File: src/rtl/icd_pkg.sv
package icd_pkg;
  localparam int INSTR_W     = 32;
  localparam int SIG_W       = 12;
  localparam int NUM_ENTRIES = 15;
  localparam int CLS_W       = 4;

  typedef enum logic [CLS_W-1:0] {
    CL_DPROC   = 4'd0,
    CL_MUL     = 4'd1,
    CL_MULL    = 4'd2,
    CL_SWAP    = 4'd3,
    CL_BX      = 4'd4,
    CL_HW_REG  = 4'd5,
    CL_HW_IMM  = 4'd6,
    CL_SINGLE  = 4'd7,
    CL_UNDEF   = 4'd8,
    CL_BLOCK   = 4'd9,
    CL_BRANCH  = 4'd10,
    CL_CP_XFER = 4'd11,
    CL_CP_OP   = 4'd12,
    CL_CP_REG  = 4'd13,
    CL_SWI     = 4'd14,
    CL_NONE    = 4'd15
  } cls_e;

  typedef struct packed {
    logic [SIG_W-1:0] mask;
    logic [SIG_W-1:0] value;
    cls_e             cls;
  } entry_t;

  // Priority-ordered match list; lower index wins.
  function automatic entry_t entry_at(input int idx);
    entry_t e;
    case (idx)
      0:  e = '{12'hF00, 12'hF00, CL_SWI};
      1:  e = '{12'hF01, 12'hE01, CL_CP_REG};
      2:  e = '{12'hF01, 12'hE00, CL_CP_OP};
      3:  e = '{12'hE00, 12'hC00, CL_CP_XFER};
      4:  e = '{12'hE00, 12'hA00, CL_BRANCH};
      5:  e = '{12'hE00, 12'h800, CL_BLOCK};
      6:  e = '{12'hE01, 12'h601, CL_UNDEF};
      7:  e = '{12'hC00, 12'h400, CL_SINGLE};
      8:  e = '{12'hE49, 12'h049, CL_HW_IMM};
      9:  e = '{12'hE49, 12'h009, CL_HW_REG};
      10: e = '{12'hFFF, 12'h121, CL_BX};
      11: e = '{12'hFBF, 12'h109, CL_SWAP};
      12: e = '{12'hF8F, 12'h089, CL_MULL};
      13: e = '{12'hFCF, 12'h009, CL_MUL};
      14: e = '{12'hC00, 12'h000, CL_DPROC};
      default: e = '{12'h000, 12'hFFF, CL_NONE};
    endcase
    return e;
  endfunction
endpackage

File: src/rtl/icd_sig.sv
module icd_sig
  import icd_pkg::*;
#(
  parameter int HI_LSB = 20,
  parameter int HI_W   = 8,
  parameter int LO_LSB = 4,
  parameter int LO_W   = 4
) (
  input  logic [INSTR_W-1:0]   instr,
  output logic [HI_W+LO_W-1:0] sig
);
  localparam int HI_MSB = HI_LSB + HI_W - 1;
  localparam int LO_MSB = LO_LSB + LO_W - 1;

  assign sig = {instr[HI_MSB:HI_LSB], instr[LO_MSB:LO_LSB]};
endmodule

File: src/rtl/icd_match.sv
module icd_match
  import icd_pkg::*;
#(
  parameter logic [NUM_ENTRIES-1:0] ENTRY_EN = '1
) (
  input  logic [SIG_W-1:0] sig,
  output cls_e             cls,
  output logic             none
);
  logic [NUM_ENTRIES-1:0] hit;

  for (genvar g = 0; g < NUM_ENTRIES; g++) begin : g_ent
    localparam entry_t ENT = entry_at(g);
    if (ENTRY_EN[g]) begin : g_on
      assign hit[g] = ((sig & ENT.mask) == ENT.value);
    end else begin : g_off
      assign hit[g] = 1'b0;
    end
  end

  // Walk from lowest priority upward so the earliest hit overwrites last.
  always_comb begin
    cls = CL_NONE;
    for (int i = NUM_ENTRIES - 1; i >= 0; i--) begin
      if (hit[i]) cls = entry_at(i).cls;
    end
  end

  assign none = ~|hit;
endmodule

File: src/rtl/icd_stage.sv
module icd_stage
  import icd_pkg::*;
(
  input  logic             clk,
  input  logic             rst_n,
  input  logic             in_valid,
  output logic             in_ready,
  input  cls_e             in_cls,
  input  logic             in_none,
  output logic             out_valid,
  input  logic             out_ready,
  output logic [CLS_W-1:0] out_cls,
  output logic             out_none
);
  logic take;

  assign in_ready = !out_valid || out_ready;
  assign take     = in_valid && in_ready;

  always_ff @(posedge clk) begin
    if (!rst_n) begin
      out_valid <= 1'b0;
      out_cls   <= CL_NONE;
      out_none  <= 1'b0;
    end else begin
      if (take) begin
        out_valid <= 1'b1;
        out_cls   <= in_cls;
        out_none  <= in_none;
      end else if (out_ready) begin
        out_valid <= 1'b0;
      end
    end
  end
endmodule

File: src/rtl/instr_class_decoder.sv
module instr_class_decoder
  import icd_pkg::*;
#(
  parameter logic [NUM_ENTRIES-1:0] ENTRY_EN = '1
) (
  input  logic               clk,
  input  logic               rst_n,
  input  logic               in_valid,
  output logic               in_ready,
  input  logic [INSTR_W-1:0] in_instr,
  output logic               out_valid,
  input  logic               out_ready,
  output logic [CLS_W-1:0]   out_class,
  output logic               out_unknown
);
  logic [SIG_W-1:0] sig;
  cls_e             cls;
  logic             none;

  icd_sig u_sig (
    .instr (in_instr),
    .sig   (sig)
  );

  icd_match #(.ENTRY_EN(ENTRY_EN)) u_match (
    .sig  (sig),
    .cls  (cls),
    .none (none)
  );

  icd_stage u_stage (
    .clk       (clk),
    .rst_n     (rst_n),
    .in_valid  (in_valid),
    .in_ready  (in_ready),
    .in_cls    (cls),
    .in_none   (none),
    .out_valid (out_valid),
    .out_ready (out_ready),
    .out_cls   (out_class),
    .out_none  (out_unknown)
  );
endmodule

File: config.mk
export PLATFORM = sky130hd
export DESIGN_NAME = instr_class_decoder
export DESIGN_NICKNAME = d
export VERILOG_FILES = /design/src/rtl/icd_pkg.sv /design/src/rtl/icd_sig.sv /design/src/rtl/icd_match.sv /design/src/rtl/icd_stage.sv /design/src/rtl/instr_class_decoder.sv
export SDC_FILE = /design/constraint.sdc
export NUM_CORES = 1
export LEC_CHECK = 0
export BUFFER_PORTS_ARGS = -buffer_cell sky130_fd_sc_hd__buf_4
export CORE_AREA = 5 5 42 44
export DETAILED_ROUTE_END_ITERATION = 7
export DIE_AREA = 0 0 47 49
export PLACE_DENSITY = 0.72
export SLEW_MARGIN = 15
export SYNTH_ARGS = -nofsm -noshare
export SYNTH_HDL_FRONTEND = slang
export SYNTH_SLANG_ARGS = --single-unit
File: constraint.sdc
create_clock -name clk -period 2.2 [get_ports clk]
set_input_delay 0.11 -clock clk [delete_from_list [all_inputs] [get_ports clk]]
set_output_delay 0.11 -clock clk [all_outputs]
set_load 0.1 [all_outputs]
* Word level (Yosys, flattened, before mapping) *
Index checks and enable logic that the tools add are counted.

storage, ports and cells
  register bits after elaboration = 6
  bits in latches = 0
  memory bits (writable) = 0
  memory bits (read-only) = 0
  bits of input ports = 36
  output and inout port bits = 7
  logic and storage cells = 41
  memories kept = 0

operators by class
  $add $sub $neg = 0
  multiply operators = 0
  div/mod/pow operators = 0
  magnitude comparators = 0
  equality and inequality tests = 14
  shift operators = 0
  mux-type cells = 17
  bitwise operators = 0
  reductions and logical operators = 7

operator list
  operator               number
  $mux W4                15
  $reduce_or A15 Y1      1
  $eq A12 B9 Y1 const B  1
  $logic_not A12 Y1      1
  $eq A11 B8 Y1 const B  1
  $eq A10 B4 Y1 const B  1
  $eq A5 B5 Y1 const B   2
  $eq A3 B3 Y1 const B   3
  $eq A9 B5 Y1 const B   1
  $eq A6 B2 Y1 const B   1
  $eq A6 B3 Y1 const B   1
  $eq A4 B3 Y1 const B   1
  $eq A4 B4 Y1 const B   1
  $eq A2 B1 Y1 const B   1
  $logic_not A1 Y1       2
  $mux W1                2
  $reduce_bool A2 Y1     1
  $logic_and A1 B1 Y1    1
  $logic_or A1 B1 Y1     1

* Logic depth before layout (Yosys ltp) *
Gate-level depths: netlist of run 1.

  depth in word-level cells = 16
  gate-level depth with buffers = 4
  mapped depth without buffers = 4

* By module *
From an unflattened synthesis of run 1, not the netlist that was laid out.

second synthesis, totals
  cells, all modules = 63
  area total of the unflattened synthesis = 525.5 µm²

modules (own cells, without submodules)
  module     times used  cells each  area an instance (µm²)  sequential area each (µm²)
  icd_stage  1           27          269.0                   120.1
  icd_match  1           24          166.4                   0.0
  icd_sig    1           12          90.1                    0.0

* Least setup slack after synthesis of run 1 *
No wires, ideal clock.

  path kind = reg2reg
  from = register u_stage.out_valid
  to = register u_stage.out_cls[2]
  setup time = 0.117 ns
  data arrival time = 2.465 ns
  data required time = 2.083 ns
  slack = -0.382 ns
  stages on the path, launching flop included = 5
  path buffers = 0
  period minus slack after synthesis = 2.582 ns
  cells stage by stage = dfxtp_1 nand2b_1 nand2_1 nand2_1 o22a_1

on the way
  cells in the longest elaborated chain, start to end = 3

ends and longest elaborated chain
  item                    RTL line                  source
  start, declared         icd_stage.sv:10           output logic out_valid,
  start signal, assigned  icd_stage.sv:22           out_valid <= 1'b0;
  start signal, assigned  icd_stage.sv:27           out_valid <= 1'b1;
  start signal, assigned  icd_stage.sv:31           out_valid <= 1'b0;
  $logic_not A1 Y1        icd_stage.sv:17           assign in_ready = !out_valid || out_ready;
  $logic_or A1 B1 Y1      icd_stage.sv:17
  via in_ready            instr_class_decoder.sv:9  output logic in_ready,
  $logic_and A1 B1 Y1     icd_stage.sv:18           assign take = in_valid && in_ready;
  end signal, assigned    icd_stage.sv:28           out_cls <= in_cls;
  end, declared           icd_stage.sv:12           output logic [CLS_W-1:0] out_cls,

The timed path passes the listed nets, and every way through them passes these cells.
A chain may end at the register's enable or synchronous reset.

* Worst setup path after layout of run 1 *
  from = register u_stage.out_valid
  to = output port in_ready

on the way
  cells in the longest elaborated chain, start to end = 2

ends and longest elaborated chain
  item                RTL line
  $logic_not A1 Y1    icd_stage.sv:17
  $logic_or A1 B1 Y1  icd_stage.sv:17
  end, declared       instr_class_decoder.sv:9

Every way passes these cells.

==> results of run 1 <==
path summary, 6_finish.rpt:
kind / start / end / slack [ns] / depth (start not counted)
setup / recovery: u_stage.out_valid / in_ready / 1.17 / 2
setup reg to reg: u_stage.out_valid / u_stage.out_cls[2] / 1.24 / 4
hold / removal: rst_n / u_stage.out_cls[0] / 0.1 / 2
hold reg to reg: u_stage.out_none / u_stage.out_none / 0.48 / 1
flip-flops by register name, summed over array words and instances, names as in the netlist:
signal	count
u_stage.out_cls	4
u_stage.out_none	1
u_stage.out_valid	1
power breakdown:
part	internal, mW	leakage [nW]	switching, mW
Combinational	0.0406	0.180	0.0840
Sequential	0.116	0.0498	0.00356
Clock	0.0615	0.0138	0.0360
metal layers:
metal	vias up	routed length [µm]
li1	208	-
met1	168	418
met2	22	395
met3	2	119
met4	0	9
met5	-	0
cell families after synthesis:
family                 Yosys count  share of synthesized area
AO/OA/AOI/OAI                   17                     0.3674
buffers and inverters            3                    0.03409
AND/OR/NAND/NOR                 14                     0.2349
flip-flops                       6                     0.3637
stage by stage:
step / hold slack, ns / util
after floorplan: 0.1862 / -
after global placement: 0.3373 / 0.3705
after detailed placement: 0.3431 / 0.3705
after CTS: 0.08659 / 0.3866
after global routing: 0.09985 / 0.3866
final: 0.09606 / 0.3866
layout by cell type (no fill, tap or decap):
cell      instances
a211oi_1          1
and4bb_2          1
o21ai_0           2
o211ai_1          1
a31o_1            1
buf_4            22
nand2b_2          1
nand2_1           5
dfxtp_1           5
a21boi_0          1
o22a_1            1
o21ai_1           2
o21bai_1          1
a31oi_1           4
a311oi_1          1
a21oi_1           1
dfxtp_2           1
inv_1             3
nand4b_1          1
and3_1            1
and2_1            1
nor2_1            2
nor4_1            1
nor3_1            1
a221oi_2          1
clkbuf_4          3
final cells by class:
cell class              count  share of cell area
multi-input cells          31              0.3718
well taps                  16             0.03695
inverters                   3             0.02079
flip-flops and latches      6              0.2240
clock buffers               3             0.04157
repair buffers             22              0.3048
==> reports/metrics.cfg, run 1 <==
[yosys]
synth_edf_count=0
ys_ff_latch=6
syn_inst=40
syn_area_per_cell_um2=8.258
ys_async_sr_fraction=0
ys.flop_type=dfxtp_1
yosysTopAreaCellShare=0.3636
ys_types=23
seq_area_frac_synth=0.3636
synth_top_cell_by_area=dfxtp_1
synth_commonest_cells=dfxtp_1, nand2_1, a31oi_1, inv_1
synth.top_cells.by_area=dfxtp_1, a31oi_1, nand2_1
synth_most_common_cell=dfxtp_1
synth_area_um2=330.3
postSynthNetCount=76
ys.warnings.count=0

[clock_network]
root_buffer=clkbuf_4
cts_tree=built
path_clk_slew_ns=0.04
cts_buffers=3
cts_max_path_buffers=2
post_cts_resize_count=0
hold_buffers=0
h-tree-depth=1
cts_setup_buffers=0
clkSinkCount=6
clock_latency_ns=0.24

[sta]
relSlewSlack=0.8140
fin_skew_ns=0.003101
post-route-period-util=0.4686
finalSetupViolCount=0
rsz0062_at_grt=no
setup_ws_ns=1.169
slew_violations=0
tns_ns=0
fmax_ghz=0.9701
finalHoldViolCount=0
worst_pin_slew_ns=0.2813
min_period_ns=1.031

[placed_design]
port-buffer-count=22
place_congestion=0.7660
dp.cells=78
postPlaceCellArea_um2=519.2
pre_cts_ws_ns=1.203
dpl.hpwl_um=784.5

[power_and_ir_drop]
vdd_ir_drop_max_mv=0.1432
p_leak_nw=0.2436
powerDensity_nw_per_um2=631.2
p_total_mw=0.3420

[flow_run]
cap_violations=0

[route]
first_pass_iters=2
ant_nets=0
wl_per_cell_um=11.63
wl_um=942
first_iter_violations=4
vias=400
via_per_inst=4.938
drcViolationCount=0

[status]
status=complete, no violations

[global_routing]
grt_pass1_wl_um=1518
overflow=0
grt_max_degree=9
gr-usage-met3=0.02952
top_usage_layer=met2
met2_usage=0.1244
grtUsageMet1=0.1099
grt_pass1_vias=380
grt_antenna_before_repair=0
grt_usage=0.08803

[worst_setup_path]
crit_chain=nand2b_2 -> buf_4
slowest_stage=dfxtp_2
crit_path_start_kind=flop
required_ns=2.09
cp_top_family=flip-flops
cp_num_buf_inv=1
cp_max_fo=4
slowest_delay_ns=0.31
path_class=flop to output pin
crit_path_end_kind=output pin
timing.critical_path.arrival_ns=0.92

[finish]
multiInputGateArea_um2=201.4
seqCellArea_um2=121.4
area_growth_pct=64.02
nets=103
drive_gt1_frac=0.4462
fill_cells=154
diodes=0
stdcell_count=81
design_area_um2=541.8

[floorplan]
pin_count=43
die_w_um=47
die-area_um2=2303
die_h_um=49
initial_core_util=0.2357
fp.coreArea_um2=1401
row_count=14

[min_path]
hold_path.class=input pin to flop

Note: power is estimated with default switching activity, not from simulation.
==> run 2: changes to the inputs <==
Settings changed: PLACE_DENSITY 0.72 to 0.74.
Clock period 2.2 ns to 0.85 ns, I/O delays scaled along.
==> reports/metrics.cfg, run 2 (synthesis gave the netlist of run 1 again) <==
[status]
status=complete, but fails checks  ; was complete, no violations
violations=setup timing

[placed_design]
postPlaceCellArea_um2=571.8  ; was 519.2 µm²
port-buffer-count=22  ; unchanged
place_congestion=0.8279  ; was 0.7660
dpl.hpwl_um=823.8  ; was 784.5 µm
pre_cts_ws_ns=-0.08935  ; was 1.203 ns

[finish]
area_growth_pct=124.2  ; was 64.02%
mostFrequentLayoutCells=buf_4, buf_12, a31oi_1, dfxtp_2  ; was buf_4, nand2_1, dfxtp_1, a31oi_1
fill_cells=138  ; was 154
multiInputGateArea_um2=236.5  ; was 201.4 µm²
largest_register_ff_count=4  ; unchanged
design_area_um2=740.7  ; was 541.8 µm²
diodes=0  ; unchanged
drive_gt1_frac=0.6486  ; was 0.4462
final_common_cell=buf_4  ; unchanged
top_register=u_stage.out_cls  ; unchanged
nets=111  ; was 103
reg_top3=u_stage.out_cls: 4 flops, u_stage.out_none: 1 flops, u_stage.out_valid: 1 flops  ; unchanged
seqCellArea_um2=132.6  ; was 121.4 µm²

[flow_run]
cap_violations=0  ; unchanged

[global_routing]
overflow=0  ; unchanged
grt_antenna_before_repair=0  ; unchanged
grt_pass1_vias=419  ; was 380
grt_pass1_wl_um=1662  ; was 1518 µm
grt_usage=0.09993  ; was 0.08803
grt_max_degree=9  ; unchanged

[floorplan]
initial_core_util=0.2357  ; unchanged
die_w_um=47  ; unchanged
die_h_um=49  ; unchanged
fp.coreArea_um2=1401  ; unchanged
row_count=14  ; unchanged
pin_count=43  ; unchanged
die-area_um2=2303  ; unchanged

[clock_network]
root_buffer=clkbuf_4  ; unchanged
path_clk_slew_ns=0.05  ; was 0.04 ns
hold_buffers=0  ; unchanged
clock_latency_ns=0.25  ; was 0.24 ns
h-tree-depth=1  ; unchanged
clkSinkCount=6  ; unchanged
cts_buffers=3  ; unchanged
cts_max_path_buffers=2  ; unchanged
cts_tree=built  ; unchanged

[sta]
fin_skew_ns=0.008213  ; was 0.003101 ns
worst_pin_slew_ns=0.4038  ; was 0.2813 ns
finalHoldViolCount=0  ; unchanged
setup_ws_ns=-0.1492  ; was 1.169 ns
min_period_ns=0.9992
rsz0062_at_grt=yes  ; was no
relSlewSlack=0.7292  ; was 0.8140
fmax_ghz=1.001
post-route-period-util=1.175
timing.hold.ws_ns=0.02691  ; was 0.09606 ns
slew_violations=0  ; unchanged
finalSetupViolCount=6  ; was 0

[power_and_ir_drop]
clkPwrFrac=0.279  ; was 0.285
p_leak_nw=0.3315  ; was 0.2436 nW
powerDensity_nw_per_um2=1408  ; was 631.2 nW/µm²
switching_share=0.3558  ; was 0.3615
p_int_mw=0.6719  ; was 0.2183 mW
sequentialPowerShare=0.305  ; was 0.350
p_sw_mw=0.3711  ; was 0.1236 mW
vdd_ir_drop_max_mv=0.4453  ; was 0.1432 mV
combPwrFrac=0.415  ; was 0.365

[route]
vias=443  ; was 400
wl_um=1068  ; was 942 µm
first_pass_iters=4  ; was 2
ant_nets=0  ; unchanged
wl_per_cell_um=11.87  ; was 11.63 µm
drcViolationCount=0  ; unchanged
via_per_inst=4.922  ; was 4.938
first_iter_violations=2  ; was 4

[min_path]
hold_path.class=input pin to flop  ; unchanged

[worst_setup_path]
timing.critical_path.arrival_ns=0.96  ; was 0.92 ns
required_ns=0.81  ; was 2.09 ns
r2r_slack_ns=-0.13  ; was 1.24 ns
cp-startpoint=u_stage.out_valid  ; unchanged
r2r_end=u_stage.out_valid  ; was u_stage.out_cls[2]
rr_worst_depth=5  ; was 4
crit_path_end_kind=output pin  ; unchanged
crit_path_start_kind=flop  ; unchanged
r2r-start=u_stage.out_valid  ; unchanged
worstSetupEndpoint=in_ready  ; unchanged
cp_max_fo=3  ; was 4
path_class=flop to output pin  ; unchanged

run 2: worst max-delay path, cell delays in order, from the launching register on:
cell	delay [ns]
dfxtp_4	0.35
nand2b_4	0.09
buf_6	0.11
buf_12	0.16
run 2: area by class of cell:
class | instances | area share
sequential | 6 | 0.1791
multi-input combinational | 31 | 0.3193
tap | 16 | 0.02703
clock buffer | 4 | 0.03547
timing repair buffer | 30 | 0.4240
inverter | 3 | 0.01520
run 2: power groups by stage:
stage,Sequential (mW),Combinational (mW),Clock [mW]
2_1_floorplan,0.443,0.0885,0
3_3_place_gp,0.316,0.346,0
3_5_place_dp,0.317,0.350,0
4_1_cts,0.320,0.395,0.308
5_1_grt,0.321,0.456,0.317
6_report,0.319,0.433,0.291
run 2: worst min-delay path by stage:
stage | startpoint | end | cells after the start
2_1_floorplan | rst_n | u_stage.out_cls[0] | 1
3_3_place_gp | rst_n | u_stage.out_cls[1] | 2
3_5_place_dp | rst_n | u_stage.out_cls[1] | 2
4_1_cts | rst_n | u_stage.out_cls[1] | 2
5_1_grt | rst_n | u_stage.out_cls[1] | 2
6_report | rst_n | u_stage.out_cls[0] | 2
run 2: routing by layer:
| layer | routed length, µm | share of wire | GRT usage |
|---|---|---|---|
| met2 | 480 | 0.45 | 0.1493 |
| met4 | 25 | 0.023 | 0.06912 |
| met5 | 0 | 0 | 0 |
| met3 | 124 | 0.12 | 0.02952 |
| met1 | 437 | 0.41 | 0.1162 |
run 2: metrics by stage:
step	instances	utilization	total power [mW]	TNS, ns
5_1_grt	90	0.5286	1.094	-0.7560
4_1_cts	87	0.4813	1.023	-0.3516
3_3_place_gp	82	0.4080	0.6625	-0.1765
6_report	90	0.5286	1.043	-0.4720
2_1_floorplan	40	-	0.5313	-2.339
3_5_place_dp	82	0.4080	0.6672	-0.2503
run 2: timing repair:
| action | CTS | global route |
|---|---|---|
| gates resized for setup | 19 | 11 |
| pin swaps | 7 | 3 |
| setup buffers | 1 | 3 |
| endpoints found under the hold margin | 0 | 0 |
| endpoints found under the setup margin | 11 | 11 |
| gates cloned | 0 | 0 |
